`config.mk`:
```
export PLATFORM = sky130hd
export DESIGN_NAME = ea_sequencer
export DESIGN_NICKNAME = d
export VERILOG_FILES = /design/src/rtl/ea_seq_pkg.sv /design/src/rtl/ea_seq_calc.sv /design/src/rtl/ea_seq_fsm.sv /design/src/rtl/ea_seq_bus.sv /design/src/rtl/ea_sequencer.sv
export SDC_FILE = /design/constraint.sdc
export NUM_CORES = 1
export LEC_CHECK = 0
export ABC_AREA = 1
export BUFFER_PORTS_ARGS = -buffer_cell sky130_fd_sc_hd__buf_2
export CORE_MARGIN = 1.5
export CORE_UTILIZATION = 55
export CTS_BUF_LIST = sky130_fd_sc_hd__clkbuf_8
export DETAILED_ROUTE_END_ITERATION = 7
export PLACE_DENSITY = 0.85
export SLEW_MARGIN = 25
export SYNTH_ARGS = -nofsm -noshare
export SYNTH_HDL_FRONTEND = slang
export SYNTH_HIERARCHICAL = 1
export SYNTH_SLANG_ARGS = --single-unit
```
`constraint.sdc`:
```
create_clock -name clk -period 2.6 [get_ports clk]
set_input_delay 0.26 -clock clk [delete_from_list [all_inputs] [get_ports clk]]
set_output_delay 0.26 -clock clk [all_outputs]
set_load 0.05 [all_outputs]
```
`src/rtl/ea_seq_pkg.sv`:
```
package ea_seq_pkg;
  localparam int DW = 8;
  localparam int AW = 2 * DW;
  localparam int MW = 4;
  localparam int CW = 2;

  typedef enum logic [MW-1:0] {
    M_ZP   = 4'd0,
    M_ZPX  = 4'd1,
    M_ZPY  = 4'd2,
    M_ABS  = 4'd3,
    M_ABSX = 4'd4,
    M_ABSY = 4'd5,
    M_INDX = 4'd6,
    M_INDY = 4'd7,
    M_JMPA = 4'd8,
    M_JMPI = 4'd9,
    M_REL  = 4'd10
  } mode_e;

  typedef enum logic [CW-1:0] {
    ACC_RD  = 2'd0,
    ACC_ST  = 2'd1,
    ACC_RMW = 2'd2
  } acc_e;

  typedef enum logic [3:0] {
    S_IDLE, S_B1, S_B2, S_ZDUM, S_PLO, S_PHI, S_IDXA,
    S_OPR, S_WB1, S_WB2, S_JLO, S_JHI, S_BLO, S_BHI
  } step_e;

  // byte add that stays in its page
  function automatic logic [DW-1:0] wrap_add(input logic [DW-1:0] a, input logic [DW-1:0] b);
    return a + b;
  endfunction

  // low-byte sum with carry out
  function automatic logic [DW:0] carry_add(input logic [DW-1:0] a, input logic [DW-1:0] b);
    return {1'b0, a} + {1'b0, b};
  endfunction

  // signed offset moves the low byte out of its page
  function automatic logic leaves_page(input logic [DW-1:0] lo, input logic [DW-1:0] off);
    logic [DW:0] s;
    s = carry_add(lo, off);
    return off[DW-1] ? ~s[DW] : s[DW];
  endfunction

  function automatic logic [AW-1:0] join_bytes(input logic [DW-1:0] hi, input logic [DW-1:0] lo);
    return {hi, lo};
  endfunction
endpackage

```
`src/rtl/ea_seq_calc.sv`:
```
module ea_seq_calc
  import ea_seq_pkg::*;
(
  input  logic [DW-1:0] lo_i,
  input  logic [DW-1:0] hi_i,
  input  logic [DW-1:0] idx_i,
  input  logic [DW-1:0] pcl_i,
  output logic [AW-1:0] part_o,
  output logic [AW-1:0] full_o,
  output logic          carry_o,
  output logic [DW-1:0] br_lo_o,
  output logic          br_cross_o,
  output logic          br_up_o
);
  logic [DW:0] lsum;

  always_comb begin
    lsum       = carry_add(lo_i, idx_i);
    carry_o    = lsum[DW];
    part_o     = join_bytes(hi_i, lsum[DW-1:0]);
    full_o     = join_bytes(hi_i, lo_i) + {{DW{1'b0}}, idx_i};
    br_lo_o    = wrap_add(pcl_i, lo_i);
    br_cross_o = leaves_page(pcl_i, lo_i);
    br_up_o    = ~lo_i[DW-1];
  end
endmodule

```
`src/rtl/ea_seq_fsm.sv`:
```
module ea_seq_fsm
  import ea_seq_pkg::*;
(
  input  logic          clk,
  input  logic          rst_n,
  input  logic          start_i,
  input  logic [MW-1:0] mode_i,
  input  logic [CW-1:0] acc_i,
  input  logic [DW-1:0] rdata_i,
  input  logic          br_take_i,
  input  logic [DW-1:0] idx_i,
  input  logic [AW-1:0] full_i,
  input  logic          carry_i,
  input  logic          br_cross_i,
  input  logic          br_up_i,
  output step_e         step_o,
  output mode_e         mode_o,
  output acc_e          acc_o,
  output logic [DW-1:0] lo_o,
  output logic [DW-1:0] hi_o,
  output logic [DW-1:0] ptr_o,
  output logic [AW-1:0] ea_o,
  output logic          up_o
);
  always_ff @(posedge clk or negedge rst_n) begin
    if (!rst_n) begin
      step_o <= S_IDLE;
      mode_o <= M_ZP;
      acc_o  <= ACC_RD;
      lo_o   <= '0;
      hi_o   <= '0;
      ptr_o  <= '0;
      ea_o   <= '0;
      up_o   <= 1'b0;
    end else begin
      case (step_o)
        S_IDLE: if (start_i) begin
          mode_o <= mode_e'(mode_i);
          acc_o  <= (acc_i == 2'd3) ? ACC_RD : acc_e'(acc_i);
          step_o <= S_B1;
        end
        S_B1: begin
          lo_o <= rdata_i;
          case (mode_o)
            M_ZPX, M_ZPY, M_INDX: step_o <= S_ZDUM;
            M_ABS, M_ABSX, M_ABSY, M_JMPA, M_JMPI: step_o <= S_B2;
            M_INDY: begin ptr_o <= rdata_i; step_o <= S_PLO; end
            M_REL: step_o <= br_take_i ? S_BLO : S_IDLE;
            default: begin ea_o <= join_bytes('0, rdata_i); step_o <= S_OPR; end
          endcase
        end
        S_B2: begin
          hi_o <= rdata_i;
          case (mode_o)
            M_ABSX, M_ABSY: step_o <= S_IDXA;
            M_JMPA: step_o <= S_IDLE;
            M_JMPI: step_o <= S_JLO;
            default: begin ea_o <= join_bytes(rdata_i, lo_o); step_o <= S_OPR; end
          endcase
        end
        S_ZDUM: begin
          if (mode_o == M_INDX) begin
            ptr_o  <= wrap_add(lo_o, idx_i);
            step_o <= S_PLO;
          end else begin
            ea_o   <= join_bytes('0, wrap_add(lo_o, idx_i));
            step_o <= S_OPR;
          end
        end
        S_PLO: begin lo_o <= rdata_i; step_o <= S_PHI; end
        S_PHI: begin
          hi_o <= rdata_i;
          if (mode_o == M_INDX) begin
            ea_o   <= join_bytes(rdata_i, lo_o);
            step_o <= S_OPR;
          end else begin
            step_o <= S_IDXA;
          end
        end
        S_IDXA: begin
          ea_o   <= full_i;
          step_o <= (acc_o == ACC_RD && !carry_i) ? S_IDLE : S_OPR;
        end
        S_OPR: step_o <= (acc_o == ACC_RMW) ? S_WB1 : S_IDLE;
        S_WB1: step_o <= S_WB2;
        S_WB2: step_o <= S_IDLE;
        S_JLO: begin ptr_o <= rdata_i; step_o <= S_JHI; end
        S_JHI: step_o <= S_IDLE;
        S_BLO: begin
          up_o   <= br_up_i;
          step_o <= br_cross_i ? S_BHI : S_IDLE;
        end
        S_BHI: step_o <= S_IDLE;
        default: step_o <= S_IDLE;
      endcase
    end
  end
endmodule

```
`src/rtl/ea_seq_bus.sv`:
```
module ea_seq_bus
  import ea_seq_pkg::*;
(
  input  step_e         step_i,
  input  mode_e         mode_i,
  input  acc_e          acc_i,
  input  logic [AW-1:0] pc_i,
  input  logic [DW-1:0] lo_i,
  input  logic [DW-1:0] hi_i,
  input  logic [DW-1:0] ptr_i,
  input  logic [AW-1:0] ea_i,
  input  logic [AW-1:0] part_i,
  input  logic [AW-1:0] full_i,
  input  logic          carry_i,
  input  logic [DW-1:0] br_lo_i,
  input  logic          br_cross_i,
  input  logic          up_i,
  input  logic [DW-1:0] rdata_i,
  input  logic          br_take_i,
  output logic [AW-1:0] addr_o,
  output logic          rd_o,
  output logic          wr_o,
  output logic          pc_inc_o,
  output logic          pc_ld_o,
  output logic [AW-1:0] pc_val_o,
  output logic          exec_o,
  output logic          done_o
);
  logic [DW-1:0] pch, pcl;
  logic          rd_final;

  always_comb begin
    pch      = pc_i[AW-1:DW];
    pcl      = pc_i[DW-1:0];
    rd_final = (acc_i == ACC_RD) && !carry_i;
    addr_o   = '0;
    rd_o     = 1'b0;
    wr_o     = 1'b0;
    pc_inc_o = 1'b0;
    pc_ld_o  = 1'b0;
    pc_val_o = '0;
    exec_o   = 1'b0;
    done_o   = 1'b0;
    case (step_i)
      S_B1: begin
        addr_o = pc_i; rd_o = 1'b1; pc_inc_o = 1'b1;
        exec_o = (mode_i == M_REL);
        done_o = (mode_i == M_REL) && !br_take_i;
      end
      S_B2: begin
        addr_o = pc_i; rd_o = 1'b1;
        pc_inc_o = !(mode_i == M_JMPA || mode_i == M_JMPI);
        if (mode_i == M_JMPA) begin
          pc_ld_o = 1'b1; pc_val_o = join_bytes(rdata_i, lo_i); done_o = 1'b1;
        end
      end
      S_ZDUM: begin addr_o = join_bytes('0, lo_i); rd_o = 1'b1; end
      S_PLO:  begin addr_o = join_bytes('0, ptr_i); rd_o = 1'b1; end
      S_PHI:  begin addr_o = join_bytes('0, wrap_add(ptr_i, 8'd1)); rd_o = 1'b1; end
      S_IDXA: begin
        addr_o = (acc_i == ACC_RD) ? part_i : full_i;
        rd_o   = 1'b1;
        exec_o = rd_final;
        done_o = rd_final;
      end
      S_OPR: begin
        addr_o = ea_i;
        rd_o   = (acc_i != ACC_ST);
        wr_o   = (acc_i == ACC_ST);
        exec_o = (acc_i != ACC_RMW);
        done_o = (acc_i != ACC_RMW);
      end
      S_WB1: begin addr_o = ea_i; wr_o = 1'b1; exec_o = 1'b1; end
      S_WB2: begin addr_o = ea_i; wr_o = 1'b1; done_o = 1'b1; end
      S_JLO: begin addr_o = join_bytes(hi_i, lo_i); rd_o = 1'b1; end
      S_JHI: begin
        addr_o   = join_bytes(hi_i, wrap_add(lo_i, 8'd1));
        rd_o     = 1'b1;
        pc_ld_o  = 1'b1;
        pc_val_o = join_bytes(rdata_i, ptr_i);
        done_o   = 1'b1;
      end
      S_BLO: begin
        addr_o   = join_bytes(pch, br_lo_i);
        rd_o     = 1'b1;
        pc_ld_o  = 1'b1;
        pc_val_o = addr_o;
        done_o   = !br_cross_i;
      end
      S_BHI: begin
        addr_o   = join_bytes(pch + (up_i ? 8'd1 : 8'hFF), pcl);
        rd_o     = 1'b1;
        pc_ld_o  = 1'b1;
        pc_val_o = addr_o;
        done_o   = 1'b1;
      end
      default: ;
    endcase
  end
endmodule

```
`src/rtl/ea_sequencer.sv`:
```
module ea_sequencer
  import ea_seq_pkg::*;
(
  input  logic          clk,
  input  logic          rst_n,
  input  logic          start_i,
  input  logic [3:0]    mode_i,
  input  logic [1:0]    acc_i,
  input  logic [7:0]    x_i,
  input  logic [7:0]    y_i,
  input  logic [15:0]   pc_i,
  input  logic [7:0]    rdata_i,
  input  logic          br_take_i,
  output logic [15:0]   addr_o,
  output logic          rd_o,
  output logic          wr_o,
  output logic          pc_inc_o,
  output logic          pc_ld_o,
  output logic [15:0]   pc_val_o,
  output logic          exec_o,
  output logic          done_o
);
  step_e         step_q;
  mode_e         mode_q;
  acc_e          acc_q;
  logic [DW-1:0] lo_q, hi_q, ptr_q, idx;
  logic [AW-1:0] ea_q, part, full;
  logic          carry, br_cross, br_up, up_q;
  logic [DW-1:0] br_lo;

  // events brought out for the checker
  logic seq_idle, zp_phase, ix_fix, br_fix;

  assign idx = (mode_q == M_ZPY || mode_q == M_ABSY || mode_q == M_INDY) ? y_i : x_i;

  ea_seq_calc u_calc (
    .lo_i(lo_q), .hi_i(hi_q), .idx_i(idx), .pcl_i(pc_i[DW-1:0]),
    .part_o(part), .full_o(full), .carry_o(carry),
    .br_lo_o(br_lo), .br_cross_o(br_cross), .br_up_o(br_up)
  );

  ea_seq_fsm u_fsm (
    .clk(clk), .rst_n(rst_n), .start_i(start_i), .mode_i(mode_i), .acc_i(acc_i),
    .rdata_i(rdata_i), .br_take_i(br_take_i), .idx_i(idx), .full_i(full),
    .carry_i(carry), .br_cross_i(br_cross), .br_up_i(br_up),
    .step_o(step_q), .mode_o(mode_q), .acc_o(acc_q), .lo_o(lo_q), .hi_o(hi_q),
    .ptr_o(ptr_q), .ea_o(ea_q), .up_o(up_q)
  );

  ea_seq_bus u_bus (
    .step_i(step_q), .mode_i(mode_q), .acc_i(acc_q), .pc_i(pc_i),
    .lo_i(lo_q), .hi_i(hi_q), .ptr_i(ptr_q), .ea_i(ea_q),
    .part_i(part), .full_i(full), .carry_i(carry),
    .br_lo_i(br_lo), .br_cross_i(br_cross), .up_i(up_q),
    .rdata_i(rdata_i), .br_take_i(br_take_i),
    .addr_o(addr_o), .rd_o(rd_o), .wr_o(wr_o), .pc_inc_o(pc_inc_o),
    .pc_ld_o(pc_ld_o), .pc_val_o(pc_val_o), .exec_o(exec_o), .done_o(done_o)
  );

  assign seq_idle = (step_q == S_IDLE);
  assign zp_phase = (step_q == S_ZDUM) || (step_q == S_PLO) || (step_q == S_PHI);
  assign ix_fix   = (step_q == S_IDXA) && (acc_q == ACC_RD) && carry;
  assign br_fix   = (step_q == S_BLO) && br_cross;
endmodule

```
==> impl_metrics.toml <==
[route]
drc = 0
viasPerCell = 5.90
wl_per_cell_um = 17.9
wirelength_um = 23900
ant_nets = 0
drtIter0Drc = 1388
num_vias = 7887
drt_pre_antenna_iters = 7

[synth]
postSynth.asyncResetShare_pct = 100
yosysMostFrequentCell = "nand2_1"
synthesis.nets = 1124
synth_cell_types = 50
yosys_register_bits = 51
yosysWarningCount = 6
synth_edf_count = 0
syn_area_mm2 = 0.00613
syn_inst = 1040
synth.top_cells.by_area = "nand2_1, dfrtp_1, nor2_1, inv_1, ha_1"
synth_top_cell_area_share_pct = 25.3
seq_area_frac_synth_pct = 20.8
synth_common_cells = "nand2_1, nor2_1, inv_1"
synth_flop_cell = "dfrtp_1"
yosys.area.top_type = "nand2_1"
synth.avg_cell_area_um2 = 5.90

[clocking]
insertion_delay_ns = 0.32
cts_buffer_depth = 2
cts_tree = "built"
clk_pin_slew_ns = 0.10
cts.sinks = 51
cts_buffers = 5
root_buffer = "clkbuf_8"
htree_levels = 2

[timing]
final-setup-viol-count = 39
rsz0062_at_grt = "yes"
final-hold-violation-count = 0
min_period_ns = 3.39
skew_ns = 0.00944
slew_headroom_pct = 45.5
fmax_mhz = 295
slew_violations = 0
tightest_slew_ns = 0.817
finalWorstSetupSlack_ns = -0.789
period_share_pct = 130

[outcome]
violations = "negative setup slack"
outcome = "finished, violations left"

[finish]
synthToLayoutAreaGrowth_pct = 33.6
final_area_mm2 = 0.00820
layout.nets = 1280
num_antenna_cells = 0
finalNonFillerCells = 1337
drive_above_1_share_pct = 29.7

[placed_design]
placed_area_mm2 = 0.00724
port_buffers = 87
gp_congestion = 0.990
place_inst = 1308
post-dp-hpwl_um = 17000

[worst_setup_path]
critPathArrivalTime_ns = 3.13
r2r-start = "u_fsm/mode_o[0]"
r2r_cells = 22
r2r_end = "u_fsm/ea_o[2]"
cp_data_required_time_ns = 2.34
crit_top_cell = "nand2_2"
critical_path_class = "reg -> out"
cp-end-kind = "output pin"
start_kind = "flip-flop"
ff2ff_setup_slack_ns = -0.66
worstPathMaxFanout = 5
max_stage_delay_ns = 0.43
crit_slowest_cell = "dfrtp_1"
worstPathCellList = "inv_1, nand2_4, buf_4, nand3_1, nand2_2, ha_4, fa_2, nand2_2, nand2_2, nand3b_1, nand2_2, xor2_4, o21ai_0, o211ai_1, nor2_1, nand2_2, buf_8"

[floorplan]
die_w_um = 109
dieArea_mm2 = 0.0118
coreArea_mm2 = 0.0108
initial_core_util_pct = 56.6
rows = 38
ios = 88
die_y_um = 109

[global_routing]
grt-ovfl-total = 0
grt.total_usage_pct = 38.6
grt_max_degree = 34
antenna_found_initial = 0
grt_pass1_wl_um = 35200
grt_pass1_vias = 7125

[flow_run]
maxCapViolCount = 0

[worst_hold_path]
min_path_type = "in -> async"
-- critical path, delay by kind of cell, from the launching register on --
family,cells,cell delay [ns]
adder cells (fa/ha/maj),2,0.53
AND/OR/NAND/NOR,9,0.84
AO/OA/AOI/OAI,2,0.42
flip-flops,1,0.43
buffers and inverters,3,0.41
XOR/XNOR,1,0.19
-- metrics by stage --
stage                     utilization [%]  hold WS (ns)  setup TNS (ns)  setup WS, ns
final                                75.6        0.0114          -17.72        -0.789
after CTS                            72.2        0.0445          -13.76        -0.630
after global placement               66.8         0.399           -4.86        -0.421
after floorplan                         -       -0.0356           -1.28        -0.276
after detailed placement             66.8         0.390           -5.73        -0.447
after global routing                 75.6        0.0598          -21.97        -0.905
-- how the worst max path moves through the flow --
stage,start,endpoint,slack (ns),cells past startpoint
2_1_floorplan,u_fsm/mode_o[2],addr_o[8],-0.28,15
3_3_place_gp,u_fsm/mode_o[2],addr_o[6],-0.42,18
3_5_place_dp,u_fsm/mode_o[2],addr_o[6],-0.45,18
4_1_cts,u_fsm/mode_o[0],addr_o[5],-0.63,17
5_1_grt,u_fsm/mode_o[0],addr_o[6],-0.91,16
6_report,u_fsm/mode_o[0],addr_o[6],-0.79,17
-- placed cells by master (no fill, tap or decap), types with 7 or more instances in the layout --
cell,Yosys,layout
ha_4,0,15
inv_2,9,13
inv_1,105,100
o21ai_2,1,8
nand4_1,11,11
nand2_2,10,47
buf_6,4,20
o21ai_1,3,8
dfrtp_1,51,41
nor2_1,110,105
nand2_1,414,372
ha_1,30,15
o211ai_1,12,12
xor2_1,14,9
a21oi_1,43,37
o21ai_0,44,31
buf_4,21,91
nand2_4,3,7
nand3_1,71,58
buf_2,5,61
nor2_2,4,9
dfrtp_2,0,10
nand3b_1,7,7
nand3_2,3,14
-- logic make-up (layout without fill, tap and decap cells) --
kind of cell             Yosys count  in the layout  synth area share (%)
XOR/XNOR                          15             15                  2.14
AND/OR/NAND/NOR                  650            650                  44.4
multiplexers                       4              4                 0.734
flip-flops                        51             51                  20.8
adder cells (fa/ha/maj)           34             34                  7.43
buffers and inverters            148            305                  10.9
AO/OA/AOI/OAI                    138            138                  13.6
-- registers in the layout (all words and copies together), names as in the netlist --
signal and count:
u_fsm/hi_o 8, u_fsm/acc_o 2, u_fsm/lo_o 8, u_fsm/mode_o 4, u_fsm/ea_o 16, u_fsm/step_o 4
u_fsm/ptr_o 8, u_fsm/up_o 1
-- what timing repair did --
item	in CTS	in global routing
setup buffers	13	8
pin swaps	24	30
cloned	0	1
resized for setup	98	82
hold buffers	0	0
endpoints found under the setup margin	25	54
-- per-layer routing --
metal / vias up / global-route usage (%) / routed length [µm]
met4: 0 / 17.3 / 1400
li1: 3641 / - / -
met3: 134 / 6.51 / 2630
met5: - / 0 / 0
met1: 3551 / 49.8 / 8960
met2: 561 / 63.3 / 10900
-- final cells by class --
| cell class | instances | area [µm²] |
|---|---|---|
| clock buffer | 6 | 82.6 |
| timing repair inverter | 1 | 7.51 |
| tap | 140 | 175 |
| fill | 821 | 2640 |
| timing repair buffer | 180 | 1300 |
| clock inverter | 2 | 35.0 |
| inverter | 116 | 439 |
| multi-input combinational | 841 | 4860 |
| sequential | 51 | 1290 |
Power is not shown: default switching activity piles up to over one toggle a cycle in this logic, so the estimate is an artifact.
